--- src/rtl/irq_pkg.sv ---
package irq_pkg;
  typedef enum logic [1:0] {
    ADDR_REQ = 2'd0,
    ADDR_LVL = 2'd1,
    ADDR_CTL = 2'd2
  } reg_addr_e;

  localparam logic [1:0] TIER_OFF = 2'b00;
  localparam logic [1:0] TIER_TOP = 2'b11;
endpackage

--- src/rtl/irq_req_bank.sv ---
module irq_req_bank #(
  parameter int NSRC = 8
) (
  input  logic            clk,
  input  logic            rst,
  input  logic [NSRC-1:0] src,
  input  logic [NSRC-1:0] sw_clr,
  input  logic [NSRC-1:0] ack_clr,
  output logic [NSRC-1:0] req_q,
  output logic [NSRC-1:0] req_d
);
  // new pulses are OR-ed in after the clears so that an arrival is never lost
  always_comb req_d = (req_q & ~(sw_clr | ack_clr)) | src;

  always_ff @(posedge clk) begin
    if (rst) req_q <= '0;
    else     req_q <= req_d;
  end
endmodule

--- src/rtl/irq_cfg_regs.sv ---
module irq_cfg_regs #(
  parameter int NSRC = 8,
  localparam int DW = 2 * NSRC
) (
  input  logic          clk,
  input  logic          rst,
  input  logic          we_lvl,
  input  logic          we_ctl,
  input  logic [DW-1:0] wdata,
  input  logic          ctl_bit,
  input  logic          ei,
  input  logic          di,
  input  logic          iret,
  input  logic          ack_fire,
  output logic [DW-1:0] lvl_q,
  output logic [DW-1:0] lvl_d,
  output logic          en_q,
  output logic          en_d
);
  always_comb begin
    lvl_d = we_lvl ? wdata : lvl_q;
    en_d  = we_ctl ? ctl_bit : en_q;
    if (ei || iret)     en_d = 1'b1;
    if (di || ack_fire) en_d = 1'b0;
  end

  always_ff @(posedge clk) begin
    if (rst) begin
      lvl_q <= '0;
      en_q  <= 1'b0;
    end else begin
      lvl_q <= lvl_d;
      en_q  <= en_d;
    end
  end
endmodule

--- src/rtl/irq_arbiter.sv ---
module irq_arbiter
  import irq_pkg::*;
#(
  parameter int NSRC = 8,
  parameter logic [NSRC-1:0] FORCE_TOP = '0,
  localparam int IDXW = $clog2(NSRC)
) (
  input  logic [NSRC-1:0]   req,
  input  logic [2*NSRC-1:0] lvl,
  output logic [NSRC-1:0]   elig,
  output logic              valid,
  output logic [IDXW-1:0]   idx
);
  logic [NSRC-1:0] hit1, hit2, hit3, sel;

  for (genvar k = 0; k < NSRC; k++) begin : g_src
    logic [1:0] fld, tier;
    assign fld  = lvl[2*k +: 2];
    if (FORCE_TOP[k]) begin : g_forced
      assign tier = (fld == TIER_OFF) ? TIER_OFF : TIER_TOP;
    end else begin : g_plain
      assign tier = fld;
    end
    assign elig[k] = req[k] && (tier != TIER_OFF);
    assign hit1[k] = req[k] && (tier == 2'b01);
    assign hit2[k] = req[k] && (tier == 2'b10);
    assign hit3[k] = req[k] && (tier == 2'b11);
  end

  always_comb begin
    if (|hit3)      sel = hit3;
    else if (|hit2) sel = hit2;
    else            sel = hit1;
    valid = |sel;
    idx   = '0;
    for (int i = NSRC - 1; i >= 0; i--) begin
      if (sel[i]) idx = IDXW'(i);
    end
  end
endmodule

--- src/rtl/irq_prio_ctrl.sv ---
module irq_prio_ctrl
  import irq_pkg::*;
#(
  parameter int NSRC = 8,
  parameter logic [NSRC-1:0] FORCE_TOP = 8'b0000_0111,
  localparam int DW = 2 * NSRC,
  localparam int IDXW = $clog2(NSRC)
) (
  input  logic            clk,
  input  logic            rst,
  input  logic [NSRC-1:0] src_i,
  input  logic            reg_we_i,
  input  logic [1:0]      reg_addr_i,
  input  logic [DW-1:0]   reg_wdata_i,
  output logic [DW-1:0]   reg_rdata_o,
  input  logic            ei_i,
  input  logic            di_i,
  input  logic            iret_i,
  input  logic            ack_i,
  output logic            irq_o,
  output logic [IDXW-1:0] irq_idx_o
);
  logic            we_req, we_lvl, we_ctl, ack_fire;
  logic [NSRC-1:0] sw_clr, ack_clr, req_q, req_d, elig_d;
  logic [DW-1:0]   lvl_q, lvl_d;
  logic            en_q, en_d, win_valid, irq_d;
  logic [IDXW-1:0] win_idx, idx_d;

  assign we_req   = reg_we_i && (reg_addr_i == ADDR_REQ);
  assign we_lvl   = reg_we_i && (reg_addr_i == ADDR_LVL);
  assign we_ctl   = reg_we_i && (reg_addr_i == ADDR_CTL);
  assign ack_fire = ack_i && irq_o;
  assign sw_clr   = we_req ? ~reg_wdata_i[NSRC-1:0] : '0;

  always_comb begin
    ack_clr = '0;
    if (ack_fire) ack_clr[irq_idx_o] = 1'b1;
  end

  irq_req_bank #(.NSRC(NSRC)) u_req (
    .clk(clk), .rst(rst), .src(src_i), .sw_clr(sw_clr), .ack_clr(ack_clr),
    .req_q(req_q), .req_d(req_d)
  );

  irq_cfg_regs #(.NSRC(NSRC)) u_cfg (
    .clk(clk), .rst(rst), .we_lvl(we_lvl), .we_ctl(we_ctl),
    .wdata(reg_wdata_i), .ctl_bit(reg_wdata_i[0]),
    .ei(ei_i), .di(di_i), .iret(iret_i), .ack_fire(ack_fire),
    .lvl_q(lvl_q), .lvl_d(lvl_d), .en_q(en_q), .en_d(en_d)
  );

  // arbitration runs on next-state values so outputs move with the state
  irq_arbiter #(.NSRC(NSRC), .FORCE_TOP(FORCE_TOP)) u_arb (
    .req(req_d), .lvl(lvl_d), .elig(elig_d), .valid(win_valid), .idx(win_idx)
  );

  assign irq_d = en_d && win_valid;
  assign idx_d = (irq_o && irq_d && elig_d[irq_idx_o]) ? irq_idx_o : win_idx;

  always_ff @(posedge clk) begin
    if (rst) begin
      irq_o       <= 1'b0;
      irq_idx_o   <= '0;
      reg_rdata_o <= '0;
    end else begin
      irq_o     <= irq_d;
      irq_idx_o <= idx_d;
      case (reg_addr_i)
        ADDR_REQ: reg_rdata_o <= DW'(req_q);
        ADDR_LVL: reg_rdata_o <= lvl_q;
        ADDR_CTL: reg_rdata_o <= DW'(en_q);
        default:  reg_rdata_o <= '0;
      endcase
    end
  end
endmodule

--- config.mk ---
export PLATFORM = sky130hd
export DESIGN_NAME = irq_prio_ctrl
export DESIGN_NICKNAME = d
export VERILOG_FILES = /design/src/rtl/irq_pkg.sv /design/src/rtl/irq_req_bank.sv /design/src/rtl/irq_cfg_regs.sv /design/src/rtl/irq_arbiter.sv /design/src/rtl/irq_prio_ctrl.sv
export SDC_FILE = /design/constraint.sdc
export NUM_CORES = 1
export LEC_CHECK = 0
export BUFFER_PORTS_ARGS = -buffer_cell sky130_fd_sc_hd__buf_2
export CAP_MARGIN = 10
export CORE_UTILIZATION = 35
export CTS_BUF_LIST = sky130_fd_sc_hd__clkbuf_2 sky130_fd_sc_hd__clkbuf_4 sky130_fd_sc_hd__clkbuf_8
export CTS_CLUSTER_SIZE = 10
export DETAILED_ROUTE_END_ITERATION = 16
export GPL_TIMING_DRIVEN = 0
export HOLD_SLACK_MARGIN = 0.03
export PLACE_DENSITY_LB_ADDON = 0.1
export SLEW_MARGIN = 10
export SYNTH_ARGS = -nofsm -noshare
export SYNTH_HDL_FRONTEND = slang
export SYNTH_SLANG_ARGS = --single-unit
--- constraint.sdc ---
create_clock -name clk -period 5 [get_ports clk]
set_input_delay 0.25 -clock clk [delete_from_list [all_inputs] [get_ports clk]]
set_output_delay 0.25 -clock clk [all_outputs]
set_load 0.02 [all_outputs]
==> flow_summary.json <==
{
  "status": "finished, final reports clean",
  "highest_layer": "met4",
  "die_y_um": 84.7,
  "rsz0062_at_grt": "no",
  "first_global_vias": 1972,
  "synth_common_cells": "dfxtp_1, nor2_1, mux2i_1, inv_1, and3_1",
  "synth_seq_cells": 45,
  "placed_cell_area_sq_um": 2750,
  "crit_path_start": "irq_idx_o[0]",
  "wl_per_cell_um": 17.1,
  "drive_above_1_share": 0.337,
  "area_delta_synth_final_pct": 19.9,
  "fin_util": 0.444,
  "reg2regPathDepth": 7,
  "drv_slew": 0,
  "drcViolationCount": 0,
  "final_cells": 380,
  "synth_cell_type_count": 58,
  "io_pins": 53,
  "ant_nets": 0,
  "final-setup-viol-count": 0,
  "postCtsSetupBuffers": 0,
  "wl_um": 6510,
  "h-tree-depth": 2,
  "synth_top_area_frac": 0.376,
  "tns_ps": 0,
  "design_area_sq_um": 2870,
  "die_w_um": 84.7,
  "end_kind": "register",
  "syn_area_sq_um": 2390,
  "dr.pass1.iters": 6,
  "finalHoldViolations": 0,
  "path_clk_slew_ps": 90,
  "synth_top_flop_cell": "dfxtp_1",
  "reg2reg_slack_ps": 1950,
  "met2_wirelength_um": 2950,
  "p_per_area_nw_per_um2": 299,
  "ys_warn_count": 0,
  "crit-reg2reg-launch": "irq_idx_o[0]",
  "holdBufCountCts": 0,
  "slew_headroom": 0.497,
  "critPathCapture": "irq_idx_o[2]",
  "clkSinkCount": 45,
  "async_flop_share": 0,
  "period_share": 0.610,
  "core_sq_um": 6460,
  "p_leak_nw": 1.30,
  "yosysTopAreaCell": "dfxtp_1",
  "skew_ps": 4.32,
  "vias": 2094,
  "dp_hpwl_um": 5270,
  "start_util": 0.371,
  "setup_ws_ps": 1950,
  "antennaDiodeCount": 0,
  "cp-start-kind": "register",
  "irDropWorstVdd_v": 0.000107,
  "crit_arrival_ps": 3260,
  "seq_area_frac_synth": 0.376,
  "grt_usage": 0.189,
  "critPathKind": "reg -> reg",
  "timing.hold.ws_ps": 222,
  "gp_congestion": 0.885,
  "yosys-top-cells-area": "dfxtp_1, mux2i_1, nor2_1, and3_1, mux2_2",
  "post_drt_via_cell_ratio": 5.51,
  "power_mw": 0.858,
  "die_area_sq_um": 7170,
  "clk_latency_ps": 300,
  "dpl_worst_slack_ps": 1880,
  "cts_root_buf": "clkbuf_8",
  "synth_fp_nets": 276,
  "synth_most_common_cell": "dfxtp_1",
  "portBuffers": 52,
  "max_freq_mhz": 328,
  "grt_overflow": 0,
  "r2r-end": "irq_idx_o[2]",
  "syn_area_per_cell_sq_um": 9.85,
  "worst_pin_slew_ps": 748,
  "wl_met1_um": 3340,
  "dp.cells": 372,
  "required_ps": 5210,
  "cts_buffers": 5,
  "finalNetCount": 335,
  "grt_pass1_wl_um": 10400,
  "wl_met3_um": 192,
  "max_cap_viol_count": 0,
  "first_iter_violations": 124,
  "rows": 29,
  "netlist_instances": 243,
  "tritoncts": "done",
  "hp-class": "in -> reg",
  "cp_max_fo": 8,
  "period_minus_slack_ps": 3050,
  "cts.repair.resized": 0,
  "grt_max_degree": 15,
  "antenna_found_initial": 0,
  "synth_edf_count": 0,
  "clockBufferDepth": 2
}
[metal layers]
metal | vias up | track usage
li1 | 1048 | -
met1 | 1002 | 0.267
met2 | 42 | 0.296
met3 | 2 | 0.0364
met4 | 0 | 0.0447
met5 | - | 0
[cell families after synthesis]
logic type,Yosys count,synth area share
buffers and inverters,21,0.0455
DFF,45,0.376
and+or+nand+nor,87,0.201
AOI/OAI and AO/OA,59,0.242
muxes,31,0.135
[critical path, stage by stage (launching register included)]
cell	delay (ps)
dfxtp_1	520
nand2b_1	220
o221ai_2	170
a2111oi_0	720
o311ai_1	240
nor4_1	700
mux2i_1	160
a311oi_1	250
[worst min-delay path by stage]
stage	from	end	slack, ps	cells past startpoint
after CTS	src_i[0]	u_req.req_q[0]	210	3
after global routing	src_i[4]	u_req.req_q[4]	220	3
after detailed placement	u_cfg.lvl_q[11]	reg_rdata_o[11]	480	1
after floorplan	src_i[7]	u_req.req_q[7]	380	2
after global placement	u_cfg.lvl_q[14]	reg_rdata_o[14]	470	1
final	src_i[0]	u_req.req_q[0]	220	3
[cell type report]
class | instances | area, sq um
Clock buffer | 6 | 82.6
Sequential cell | 45 | 901
Tap cell | 77 | 96.3
Timing Repair Buffer | 52 | 260
Fill cell | 657 | 3590
Inverter | 12 | 45.0
Clock inverter | 2 | 37.5
Multi-Input combinational cell | 177 | 1380
Buffer | 9 | 63.8
[report_power, final]
part / total (mW) / switching (mW) / internal (mW)
combinational: 0.178 / 0.107 / 0.0708
clock: 0.290 / 0.127 / 0.163
sequential: 0.390 / 0.0158 / 0.375
total: 0.858 / 0.250 / 0.608
[flip-flops by register name, summed over array words and instances (netlist names)]
| name | count |
|---|---|
| irq_o | 1 |
| reg_rdata_o | 16 |
| u_cfg.en_q | 1 |
| u_cfg.lvl_q | 16 |
| irq_idx_o | 3 |
| u_req.req_q | 8 |
[cell usage in the layout (no fill, tap or decap), types with 5 or more instances in the layout]
master	instances
buf_2	52
dfxtp_1	45
nor2_1	36
mux2i_1	24
inv_1	12
and3_1	9
a221oi_1	6
a211oi_1	6
clkbuf_8	6
o221ai_1	5
nand3_1	5
mux2_2	5
a21oi_1	5
Note: power is estimated with default switching activity, not from simulation.
